`src/rtl/synth_cfg_pkg.sv`:
```
// Package: widths, address map and setup record shared by the bank.
// Assumes four setups with a two-bit select and a byte-wide host port.
package synth_cfg_pkg;
    localparam int NUM_SETS   = 4;
    localparam int SEL_W      = $clog2(NUM_SETS);
    localparam int DATA_W     = 8;
    localparam int ADDR_W     = 6;
    localparam int SET_STRIDE = 8;
    localparam int OFS_W      = $clog2(SET_STRIDE);
    localparam int P_W        = 2;
    localparam int MINT_W     = 7;
    localparam int MFRAC_W    = 18;
    localparam int N_W        = 7;
    localparam int GAIN_W     = 6;
    localparam int STAGE_W    = 2 * DATA_W;
    localparam int FR_HI_W    = MFRAC_W - STAGE_W;

    localparam logic [ADDR_W-1:0] SET_SPACE = ADDR_W'(NUM_SETS * SET_STRIDE);
    localparam logic [ADDR_W-1:0] ADR_GAIN  = SET_SPACE;
    localparam logic [ADDR_W-1:0] ADR_POL   = SET_SPACE + ADDR_W'(1);

    localparam logic [OFS_W-1:0] OFS_P    = OFS_W'(0);
    localparam logic [OFS_W-1:0] OFS_MINT = OFS_W'(1);
    localparam logic [OFS_W-1:0] OFS_FR0  = OFS_W'(2);
    localparam logic [OFS_W-1:0] OFS_FR1  = OFS_W'(3);
    localparam logic [OFS_W-1:0] OFS_FR2  = OFS_W'(4);
    localparam logic [OFS_W-1:0] OFS_N    = OFS_W'(5);

    typedef struct packed {
        logic [P_W-1:0]     p;
        logic [MINT_W-1:0]  mint;
        logic [MFRAC_W-1:0] mfrac;
        logic [N_W-1:0]     n;
    } cfg_set_t;
endpackage

```
`src/rtl/cfg_set_reg.sv`:
```
// Module: storage for one synthesizer setup.
// Decodes host writes aimed at its own eight-byte window. MFRAC is committed
// as a whole when its top byte arrives, using the shared staging word.
// Assumes wr_addr below SET_SPACE for window hits (bit above window is zero).
module cfg_set_reg
    import synth_cfg_pkg::*;
#(
    parameter int       SET_IDX = 0,
    parameter cfg_set_t DEF     = '0
) (
    input  logic               clk,
    input  logic               rst_n,
    input  logic               wr_en,
    input  logic [ADDR_W-1:0]  wr_addr,
    input  logic [DATA_W-1:0]  wr_data,
    input  logic [STAGE_W-1:0] stage,
    output cfg_set_t           set_q
);
    localparam int WIN_W = ADDR_W - OFS_W;
    localparam logic [WIN_W-1:0] MY_WIN = WIN_W'(SET_IDX);

    logic             hit;
    logic [OFS_W-1:0] ofs;

    // Window decode for this setup.
    assign hit = wr_en && (wr_addr[ADDR_W-1:OFS_W] == MY_WIN);
    assign ofs = wr_addr[OFS_W-1:0];

    // Field storage: defaults on reset, byte writes otherwise.
    always_ff @(posedge clk) begin
        if (!rst_n) begin
            set_q <= DEF;
        end else if (hit) begin
            case (ofs)
                OFS_P:    set_q.p     <= wr_data[P_W-1:0];
                OFS_MINT: set_q.mint  <= wr_data[MINT_W-1:0];
                OFS_FR2:  set_q.mfrac <= {wr_data[FR_HI_W-1:0], stage};
                OFS_N:    set_q.n     <= wr_data[N_W-1:0];
                default:  set_q       <= set_q;
            endcase
        end
    end

    AST_SET_RESET_DEFAULT: assert property (@(posedge clk) disable iff (!rst_n)
        $rose(rst_n) |-> (set_q == DEF));
    AST_SET_HOLD_UNHIT: assert property (@(posedge clk) disable iff (!rst_n)
        !hit |=> $stable(set_q));
    AST_MFRAC_NO_PARTIAL: assert property (@(posedge clk) disable iff (!rst_n)
        (hit && (ofs == OFS_FR0 || ofs == OFS_FR1)) |=> $stable(set_q.mfrac));
endmodule

```
`src/rtl/cfg_out_sel.sv`:
```
// Module: live setup selector.
// Purely combinational so the synthesizer sees a select change at once.
// Assumes sel is a plain binary index into the setup array.
module cfg_out_sel
    import synth_cfg_pkg::*;
(
    input  cfg_set_t [NUM_SETS-1:0] sets,
    input  logic [SEL_W-1:0]        sel,
    output cfg_set_t                cfg
);
    // Route the indexed setup to the outputs.
    always_comb begin
        cfg = sets[sel];
    end
endmodule

```
`src/rtl/cfg_readback.sv`:
```
// Module: host read path.
// Builds the addressed byte from committed state and registers it with a
// one-cycle valid pulse. Unmapped addresses return zero.
// Assumes read address is sampled only when rd_en is high.
module cfg_readback
    import synth_cfg_pkg::*;
(
    input  logic                    clk,
    input  logic                    rst_n,
    input  logic                    rd_en,
    input  logic [ADDR_W-1:0]       rd_addr,
    input  cfg_set_t [NUM_SETS-1:0] sets,
    input  logic [GAIN_W-1:0]       gain,
    input  logic                    pol,
    output logic [DATA_W-1:0]       rd_data,
    output logic                    rd_valid
);
    cfg_set_t          cur;
    logic [DATA_W-1:0] rd_byte;
    logic [OFS_W-1:0]  ofs;

    assign ofs = rd_addr[OFS_W-1:0];

    // Byte builder over the address map.
    always_comb begin
        cur     = sets[rd_addr[OFS_W+SEL_W-1:OFS_W]];
        rd_byte = '0;
        if (rd_addr < SET_SPACE) begin
            case (ofs)
                OFS_P:    rd_byte = {{(DATA_W-P_W){1'b0}}, cur.p};
                OFS_MINT: rd_byte = {{(DATA_W-MINT_W){1'b0}}, cur.mint};
                OFS_FR0:  rd_byte = cur.mfrac[DATA_W-1:0];
                OFS_FR1:  rd_byte = cur.mfrac[STAGE_W-1:DATA_W];
                OFS_FR2:  rd_byte = {{(DATA_W-FR_HI_W){1'b0}}, cur.mfrac[MFRAC_W-1:STAGE_W]};
                OFS_N:    rd_byte = {{(DATA_W-N_W){1'b0}}, cur.n};
                default:  rd_byte = '0;
            endcase
        end else if (rd_addr == ADR_GAIN) begin
            rd_byte = {{(DATA_W-GAIN_W){1'b0}}, gain};
        end else if (rd_addr == ADR_POL) begin
            rd_byte = {{(DATA_W-1){1'b0}}, pol};
        end
    end

    // Read data and valid registers.
    always_ff @(posedge clk) begin
        if (!rst_n) begin
            rd_data  <= '0;
            rd_valid <= 1'b0;
        end else begin
            rd_valid <= rd_en;
            if (rd_en) begin
                rd_data <= rd_byte;
            end
        end
    end

    AST_RD_VALID_FOLLOWS: assert property (@(posedge clk) disable iff (!rst_n)
        rd_en |=> rd_valid);
    AST_RD_VALID_DROPS: assert property (@(posedge clk) disable iff (!rst_n)
        !rd_en |=> !rd_valid);
    AST_UNUSED_READS_ZERO: assert property (@(posedge clk) disable iff (!rst_n)
        (rd_en && (((rd_addr < SET_SPACE) && (ofs > OFS_N)) || (rd_addr > ADR_POL)))
        |=> (rd_data == '0));
endmodule

```
`src/rtl/synth_cfg_bank.sv`:
```
// Module: top of the four-setup configuration bank.
// Holds the MFRAC staging word and the shared gain/polarity fields, and
// instantiates one storage block per setup, the live selector and the read path.
// Assumes a synchronous active-low reset held for at least one edge.
module synth_cfg_bank
    import synth_cfg_pkg::*;
#(
    parameter logic [NUM_SETS*P_W-1:0]     DEF_P     = {2'd3, 2'd2, 2'd1, 2'd0},
    parameter logic [NUM_SETS*MINT_W-1:0]  DEF_MINT  = {7'd20, 7'd19, 7'd18, 7'd17},
    parameter logic [NUM_SETS*MFRAC_W-1:0] DEF_MFRAC = {18'h30000, 18'h20000, 18'h10000, 18'h00000},
    parameter logic [NUM_SETS*N_W-1:0]     DEF_N     = {7'd24, 7'd16, 7'd12, 7'd8},
    parameter logic [GAIN_W-1:0]           DEF_GAIN  = 6'd16,
    parameter logic                        DEF_POL   = 1'b0
) (
    input  logic                 clk,
    input  logic                 rst_n,
    input  logic [SEL_W-1:0]     sel,
    input  logic                 wr_en,
    input  logic [ADDR_W-1:0]    wr_addr,
    input  logic [DATA_W-1:0]    wr_data,
    input  logic                 rd_en,
    input  logic [ADDR_W-1:0]    rd_addr,
    output logic [DATA_W-1:0]    rd_data,
    output logic                 rd_valid,
    output logic [P_W-1:0]       out_p,
    output logic [MINT_W-1:0]    out_mint,
    output logic [MFRAC_W-1:0]   out_mfrac,
    output logic [N_W-1:0]       out_n,
    output logic [GAIN_W-1:0]    out_gain,
    output logic                 out_pol
);
    cfg_set_t [NUM_SETS-1:0] sets;
    cfg_set_t                live;
    logic [STAGE_W-1:0]      stage;
    logic                    in_sets;
    logic [OFS_W-1:0]        wofs;

    assign in_sets = wr_addr < SET_SPACE;
    assign wofs    = wr_addr[OFS_W-1:0];

    // Shared staging of the two low MFRAC bytes.
    always_ff @(posedge clk) begin
        if (!rst_n) begin
            stage <= '0;
        end else if (wr_en && in_sets) begin
            if (wofs == OFS_FR0) stage[DATA_W-1:0]       <= wr_data;
            if (wofs == OFS_FR1) stage[STAGE_W-1:DATA_W] <= wr_data;
        end
    end

    // Shared control-voltage gain and polarity.
    always_ff @(posedge clk) begin
        if (!rst_n) begin
            out_gain <= DEF_GAIN;
            out_pol  <= DEF_POL;
        end else if (wr_en) begin
            if (wr_addr == ADR_GAIN) out_gain <= wr_data[GAIN_W-1:0];
            if (wr_addr == ADR_POL)  out_pol  <= wr_data[0];
        end
    end

    for (genvar k = 0; k < NUM_SETS; k++) begin : g_set
        localparam cfg_set_t SET_DEF = '{
            p:     DEF_P[k*P_W +: P_W],
            mint:  DEF_MINT[k*MINT_W +: MINT_W],
            mfrac: DEF_MFRAC[k*MFRAC_W +: MFRAC_W],
            n:     DEF_N[k*N_W +: N_W]
        };
        cfg_set_reg #(
            .SET_IDX (k),
            .DEF     (SET_DEF)
        ) u_set (
            .clk     (clk),
            .rst_n   (rst_n),
            .wr_en   (wr_en),
            .wr_addr (wr_addr),
            .wr_data (wr_data),
            .stage   (stage),
            .set_q   (sets[k])
        );
    end

    cfg_out_sel u_sel (
        .sets (sets),
        .sel  (sel),
        .cfg  (live)
    );

    assign out_p     = live.p;
    assign out_mint  = live.mint;
    assign out_mfrac = live.mfrac;
    assign out_n     = live.n;

    cfg_readback u_rd (
        .clk      (clk),
        .rst_n    (rst_n),
        .rd_en    (rd_en),
        .rd_addr  (rd_addr),
        .sets     (sets),
        .gain     (out_gain),
        .pol      (out_pol),
        .rd_data  (rd_data),
        .rd_valid (rd_valid)
    );

    logic sel_wr;
    assign sel_wr = wr_en && in_sets && (wr_addr[OFS_W+SEL_W-1:OFS_W] == sel);

    AST_SHARED_RESET_DEFAULT: assert property (@(posedge clk) disable iff (!rst_n)
        $rose(rst_n) |-> (out_gain == DEF_GAIN && out_pol == DEF_POL));
    AST_LIVE_HOLDS: assert property (@(posedge clk) disable iff (!rst_n)
        !sel_wr |=> (!$stable(sel) || $stable({out_p, out_mint, out_mfrac, out_n})));
    AST_GAIN_WRITE_ONLY: assert property (@(posedge clk) disable iff (!rst_n)
        !(wr_en && wr_addr == ADR_GAIN) |=> $stable(out_gain));
    AST_POL_WRITE_ONLY: assert property (@(posedge clk) disable iff (!rst_n)
        !(wr_en && wr_addr == ADR_POL) |=> $stable(out_pol));
endmodule

```
`config.mk`:
```
export PLATFORM = sky130hd
export DESIGN_NAME = synth_cfg_bank
export DESIGN_NICKNAME = d
export VERILOG_FILES = /design/src/rtl/synth_cfg_pkg.sv /design/src/rtl/cfg_set_reg.sv /design/src/rtl/cfg_out_sel.sv /design/src/rtl/cfg_readback.sv /design/src/rtl/synth_cfg_bank.sv
export SDC_FILE = /design/constraint.sdc
export NUM_CORES = 1
export LEC_CHECK = 0
export CORE_MARGIN = 1
export CORE_UTILIZATION = 30
export CTS_CLUSTER_DIAMETER = 60
export DETAILED_ROUTE_END_ITERATION = 12
export GPL_ROUTABILITY_DRIVEN = 0
export GPL_TIMING_DRIVEN = 0
export PLACE_DENSITY = 0.59
export SLEW_MARGIN = 20
export SYNTH_ARGS = -nofsm -noshare
export SYNTH_HDL_FRONTEND = slang
export SYNTH_SLANG_ARGS = --single-unit
```
`constraint.sdc`:
```
create_clock -name clk -period 1.5 [get_ports clk]
set_input_delay 0.15 -clock clk [delete_from_list [all_inputs] [get_ports clk]]
set_output_delay 0.15 -clock clk [all_outputs]
set_load 0.03 [all_outputs]
```
==> flow_metrics.env, run 1 <==
export IMPL_seq_area_frac_synth_pct=39.73
export IMPL_worstSetupPathType="reg -> out"
export IMPL_layout_drive_gt1_share_pct=34.52
export IMPL_clk_insertion_delay_late_ns=0.44
export IMPL_vias=6772
export IMPL_cts_root_buf="clkbuf_16"
export IMPL_synth_top_area_share_pct=39.73
export IMPL_violations="setup timing"
export IMPL_max_slew_worst_pin_slew_ns=0.7647
export IMPL_ys_top_cells_by_count="168 x dfxtp_1, 123 x mux2i_1, 122 x nand2_1"
export IMPL_p_leak_nw=4.499
export IMPL_ys_ff_latch=168
export IMPL_post_drt_wl_per_cell_um=22.21
export IMPL_grt_pass1_vias=6635
export IMPL_drc=0
export IMPL_io_pins=76
export IMPL_grt_antenna_before_repair=2
export IMPL_htree_levels=4
export IMPL_cts_sinks=168
export IMPL_synth_nets=816
export IMPL_path_cells="mux4_2 -> buf_6"
export IMPL_clockBufferDepth=2
export IMPL_clk_pin_slew_worst_paths_ns=0.07
export IMPL_crit_fanout=3
export IMPL_yosysTopAreaCell="dfxtp_1"
export IMPL_dp_hpwl_um=19840
export IMPL_start_kind="flop"
export IMPL_routed_wl_um=29120
export IMPL_async_flop_share_pct=0
export IMPL_syn_to_final_growth_pct=28.78
export IMPL_fin_hold_ws_ns=0.2069
export IMPL_cellPowerDensity_nw_per_um2=935.3
export IMPL_grt_max_degree=17
export IMPL_fin_crit_ns=1.602
export IMPL_core_area_um2=27780
export IMPL_die_width_um=170.0
export IMPL_synth_warnings=0
export IMPL_num_rows=61
export IMPL_crit_slowest_cell="mux4_2"
export IMPL_status="complete, but fails checks"
export IMPL_via_per_inst=5.166
export IMPL_fin_crit_sh_pct=106.8
export IMPL_track_usage_pct=20.55
export IMPL_setup_worst_path_end_class="primary output"
export IMPL_crit_required_ns=1.35
export IMPL_hold_path_class="in -> reg"
export IMPL_dieArea_um2=28890
export IMPL_synth_cell_type_count=48
export IMPL_final_hold_violation_count=0
export IMPL_synth_most_common_cell="dfxtp_1"
export IMPL_synthTopCellsByArea="dfxtp_1 40%, mux4_2 16%, mux2i_1 15%"
export IMPL_rsz0062_at_grt="true"
export IMPL_seqCellArea_um2=3456
export IMPL_grt_pass1_wl_um=42790
export IMPL_max_stage_delay_ns=0.53
export IMPL_postSynthAreaPerCell_um2=10.72
export IMPL_ys_flop_type="dfxtp_1"
export IMPL_ant_nets=0
export IMPL_synth_edf_count=0
export IMPL_cts_tree="done"
export IMPL_start_util_pct=30.47
export IMPL_syn_inst=790
export IMPL_slew_limit_headroom_pct=49.02
export IMPL_r2r_slack_ns=-0.09
export IMPL_worst_slack_ns=-0.1018
export IMPL_postLayoutCoreUtil_pct=39.24
export IMPL_finalSetupViolCount=39
export IMPL_placed_cell_area_um2=9599
export IMPL_drt_iter0_markers=628
export IMPL_io_buffers=66
export IMPL_layout_nets=943
export IMPL_worst_endpoint_arrival_ns=1.45
export IMPL_synth_area_um2=8466
export IMPL_p_total_mw=10.20
export IMPL_numCtsBuffers=17
export IMPL_skew_ns=0.01347
export IMPL_irDropWorstVdd_uv=687.3
export IMPL_nFillCells=2726
export IMPL_stdcell_area_um2=10900
export IMPL_die_h_um=170.0
export IMPL_cap_viol_max_count=0
export IMPL_multi_input_area_um2=4880
export IMPL_overflow=0
export IMPL_report_final_slew_viol_count=0
export IMPL_max_freq_mhz=624.3
export IMPL_dr_pass1_iters=5
## placed cells by master, fill, tap and decap left out, types with 8 or more instances in the layout
cell type,instances
a21boi_0,44
buf_4,50
buf_6,49
clkbuf_1,16
clkbuf_16,17
clkbuf_2,16
clkdlybuf4s50_1,8
dfxtp_1,94
dfxtp_2,74
dlygate4sd2_1,19
mux2i_1,120
mux4_2,61
nand2_1,116
nand3_1,34
nor2b_1,93
## kinds of logic (layout without fill, tap and decap cells)
group | Yosys count | after routing | share of synthesized area (%)
other | 0 | 3 | 0
DFF | 168 | 168 | 39.73
muxes | 185 | 185 | 31.17
AOI/OAI and AO/OA | 77 | 77 | 6.902
buffers and inverters | 67 | 207 | 4.242
and+or+nand+nor | 293 | 293 | 17.96
## final timing paths
| path | cells past startpoint | from | endpoint |
|---|---|---|---|
| setup reg to reg | 5 | g_set[3].u_set.set_q[7] | u_rd.rd_data[0] |
| hold / removal | 3 | wr_data[0] | g_set[0].u_set.set_q[23] |
| hold reg to reg | 2 | g_set[0].u_set.set_q[23] | g_set[0].u_set.set_q[23] |
| setup / recovery | 2 | g_set[3].u_set.set_q[3] | out_n[3] |
## power by group
group | total, mW | leakage [nW] | internal [mW] | switching [mW]
logic | 0.914 | 2.82 | 0.363 | 0.551
clock network | 4.79 | 0.305 | 2.82 | 1.97
registers | 4.49 | 1.37 | 4.48 | 0.0180
total | 10.2 | 4.50 | 7.66 | 2.54
## critical path, delay by kind of cell, from the launching register on
kind | cells | cell delay (ns)
mux | 1 | 0.53
buf+inv | 1 | 0.17
flops | 1 | 0.33
## routing by layer
layer  up-vias  part of all wire, %  GRT usage [%]
li1       3084                    -              -
met1      3373                   44          26.68
met2       258                   46          32.70
met3        57                  7.1          4.791
met4         0                  3.3          8.539
met5         -                    0              0
## cell type report
class | instances | area share, %
Timing Repair Buffer | 108 | 9.342
Buffer | 64 | 3.948
Inverter | 3 | 0.1033
Clock inverter | 13 | 1.767
Antenna cell | 3 | 0.06886
Tap cell | 378 | 4.338
Multi-Input combinational cell | 555 | 44.76
Sequential cell | 168 | 31.70
Clock buffer | 19 | 3.971
## what timing repair did
action | in CTS | in global routing
gates cloned | 0 | 0
endpoints found under the setup margin | 188 | 141
gates resized for setup | 377 | 39
pin swaps | 7 | 11
hold endpoints to repair | 0 | 0
hold buffers | 0 | 0
buffers inserted | 35 | 7
## sequential cells by signal (all words and copies together) (netlist names)
register,flops
out_gain,6
stage,16
u_rd.rd_data,8
out_pol,1
u_rd.rd_valid,1
g_set.u_set.set_q,136
## through the flow
stage                     worst slack [ns]  std cells  setup TNS (ns)
after global routing               -0.1242       1308          -3.205
after detailed placement            -1.150       1234         -140.20
after CTS                          -0.1138       1301          -2.467
after global placement              -1.171       1234         -136.92
final                              -0.1018       1311          -2.110
after floorplan                   -0.07934        790          -2.380
Note: power is estimated with default switching activity, not from simulation.
==> inputs of run 2 (changes only) <==
- ABC_CLOCK_PERIOD_IN_PS: not set -> 1500
==> results of run 2 <==
The final DEF is identical to that of run 1; final timing and power are the same.
==> inputs of run 3 (changes only) <==
- CTS_BUF_LIST: not set -> sky130_fd_sc_hd__clkbuf_8
==> run 3 against run 2 <==
  * Setup slack got worse by 0.052 ns
  * Via count increased by 0.43%
  * Critical path depth unchanged
  * Clock skew increased by 0.0037 ns
  * Routed wire length decreased by 0.74%
  * Sequential share of layout area increased by 0.54 points
  * Global-route usage decreased by 0.072 points
  * Flip-flop and latch count unchanged
  * Largest power group is now registers
  * Register-to-register slack about the same
  * The flow still finishes with violations (setup timing)
  * Worst hold slack got worse by 0.050 ns
  * Clock power decreased by 24%
  * Maximum frequency decreased by 3.2%
==> flow_metrics.env, run 3 (synthesis results as in run 1) <==
export IMPL_status="complete, but fails checks"
export IMPL_violations="setup timing"
export IMPL_grt_pass1_vias=6642
export IMPL_nFillCells=2764
export IMPL_cts_sinks=168
export IMPL_clk_insertion_delay_late_ns=0.48
export IMPL_io_pins=76
export IMPL_routed_wl_um=28900
export IMPL_dieArea_um2=28890
export IMPL_postLayoutCoreUtil_pct=38.69
export IMPL_vias=6801
export IMPL_dp_cells=1234
export IMPL_die_width_um=170.0
export IMPL_max_slew_worst_pin_slew_ns=0.7568
export IMPL_htree_levels=4
export IMPL_most_common_layout_cells="120 x mux2i_1, 116 x nand2_1, 93 x nor2b_1"
export IMPL_grt_max_degree=17
export IMPL_layout_drive_gt1_share_pct=35.47
export IMPL_final_hold_violation_count=0
export IMPL_report_final_slew_viol_count=0
export IMPL_start_util_pct=30.47
export IMPL_track_usage_pct=20.48
export IMPL_final_common_cell="mux2i_1"
export IMPL_path_cells="mux4_2 -> buf_6"
export IMPL_clk_pin_slew_worst_paths_ns=0.10
export IMPL_fin_crit_ns=1.654
export IMPL_worstSetupPathType="reg -> out"
export IMPL_dr_pass1_iters=5
export IMPL_worst_endpoint_arrival_ns=1.50
export IMPL_clockBufferDepth=2
export IMPL_overflow=0
export IMPL_max_freq_mhz=604.6
export IMPL_syn_to_final_growth_pct=26.96
export IMPL_fin_crit_sh_pct=110.3
export IMPL_rr_worst_depth=5
export IMPL_ant_nets=0
export IMPL_cts_tree="done"
export IMPL_hold_path_class="in -> reg"
export IMPL_cap_viol_max_count=0
export IMPL_crit_required_ns=1.35
export IMPL_rsz0062_at_grt="true"
export IMPL_holdBufCountCts=0
export IMPL_slew_limit_headroom_pct=49.55
export IMPL_start_kind="flop"
export IMPL_core_area_um2=27780
export IMPL_grt_pass1_wl_um=42740
export IMPL_cellPowerDensity_nw_per_um2=843.6
export IMPL_num_rows=61
export IMPL_grt_antenna_before_repair=2
export IMPL_dp_worst_setup_slack_ns=-1.150
export IMPL_drc=0
export IMPL_post_drt_wl_per_cell_um=21.98
export IMPL_die_h_um=170.0
export IMPL_p_leak_nw=4.417
export IMPL_reg_largest_list="g_set.u_set.set_q (136), stage (16), u_rd.rd_data (8)"
export IMPL_cts_root_buf="clkbuf_8"
export IMPL_io_buffers=66
export IMPL_numCtsBuffers=17
export IMPL_crit_slowest_cell="mux4_2"
export IMPL_crit_fanout=2
export IMPL_regMostFlops="g_set.u_set.set_q"
export IMPL_max_stage_delay_ns=0.52
export IMPL_setup_worst_path_end_class="primary output"
export IMPL_dp_hpwl_um=19840
export IMPL_largest_register_ffs=136
export IMPL_finalSetupViolCount=39
export IMPL_irDropWorstVdd_uv=423.9
export IMPL_min_delay_path_depth=3
export IMPL_layout_nets=949
export IMPL_skew_ns=0.01719
export IMPL_worst_slack_ns=-0.1540
export IMPL_via_per_inst=5.172
export IMPL_drt_iter0_markers=641
export IMPL_final_cell_count_no_fill=1315
==> run 3: metrics by stage <==
stage	hold WS [ns]	power, mW	area [um^2]	setup TNS [ns]
6_report	0.1570	9.067	10750	-3.845
5_1_grt	0.1844	9.303	10750	-5.234
4_1_cts	0.1252	9.069	10630	-4.440
3_5_place_dp	0.4625	5.449	9599	-140.20
3_3_place_gp	0.4567	5.450	9599	-136.92
2_1_floorplan	0.2944	5.102	8466	-2.380
==> run 3: final cells by class <==
type / instances / area [um^2] / share of cell area, %
clock inverters: 15 / 200.2 / 1.863
repair buffers: 114 / 1061 / 9.872
multi-input cells: 555 / 4863 / 45.25
well taps: 378 / 473.0 / 4.400
clock buffers: 17 / 234.0 / 2.177
plain buffers: 64 / 437.9 / 4.075
flip-flops and latches: 168 / 3465 / 32.24
inverters: 3 / 11.26 / 0.1048
diodes: 1 / 2.502 / 0.02328
==> run 3: routing by layer <==
metal	share of wire (%)	global-route usage, %	wire length [um]	vias up
li1	-	-	-	3095
met1	43	26.96	12560	3396
met2	47	32.82	13570	266
met3	7.2	4.744	2074	44
met4	2.4	7.011	698	0
met5	0	0	0	-
==> run 3: worst paths after layout <==
path	start	endpoint	slack (ns)
hold reg to reg	g_set[3].u_set.set_q[11]	g_set[3].u_set.set_q[11]	0.48
setup / recovery	g_set[3].u_set.set_q[33]	out_p[1]	-0.15
hold / removal	wr_data[0]	g_set[0].u_set.set_q[23]	0.16
setup reg to reg	g_set[3].u_set.set_q[7]	u_rd.rd_data[0]	-0.08
==> run 3: what timing repair did <==
item	4_1_cts	5_1_grt
setup endpoints to repair	187	141
pin swaps	11	7
setup buffers	43	5
resized for setup	383	46
==> run 3: power breakdown <==
part           total, mW  internal, mW  switching (mW)
registers           4.49          4.47          0.0181
clock network       3.66          1.83            1.83
logic              0.910         0.363           0.547
total               9.07          6.67            2.40
==> run 3: critical path: cells and delay by family (launching register included) <==
kind	cells	cell delay [ns]
flops	1	0.34
mux	1	0.52
buf+inv	1	0.17
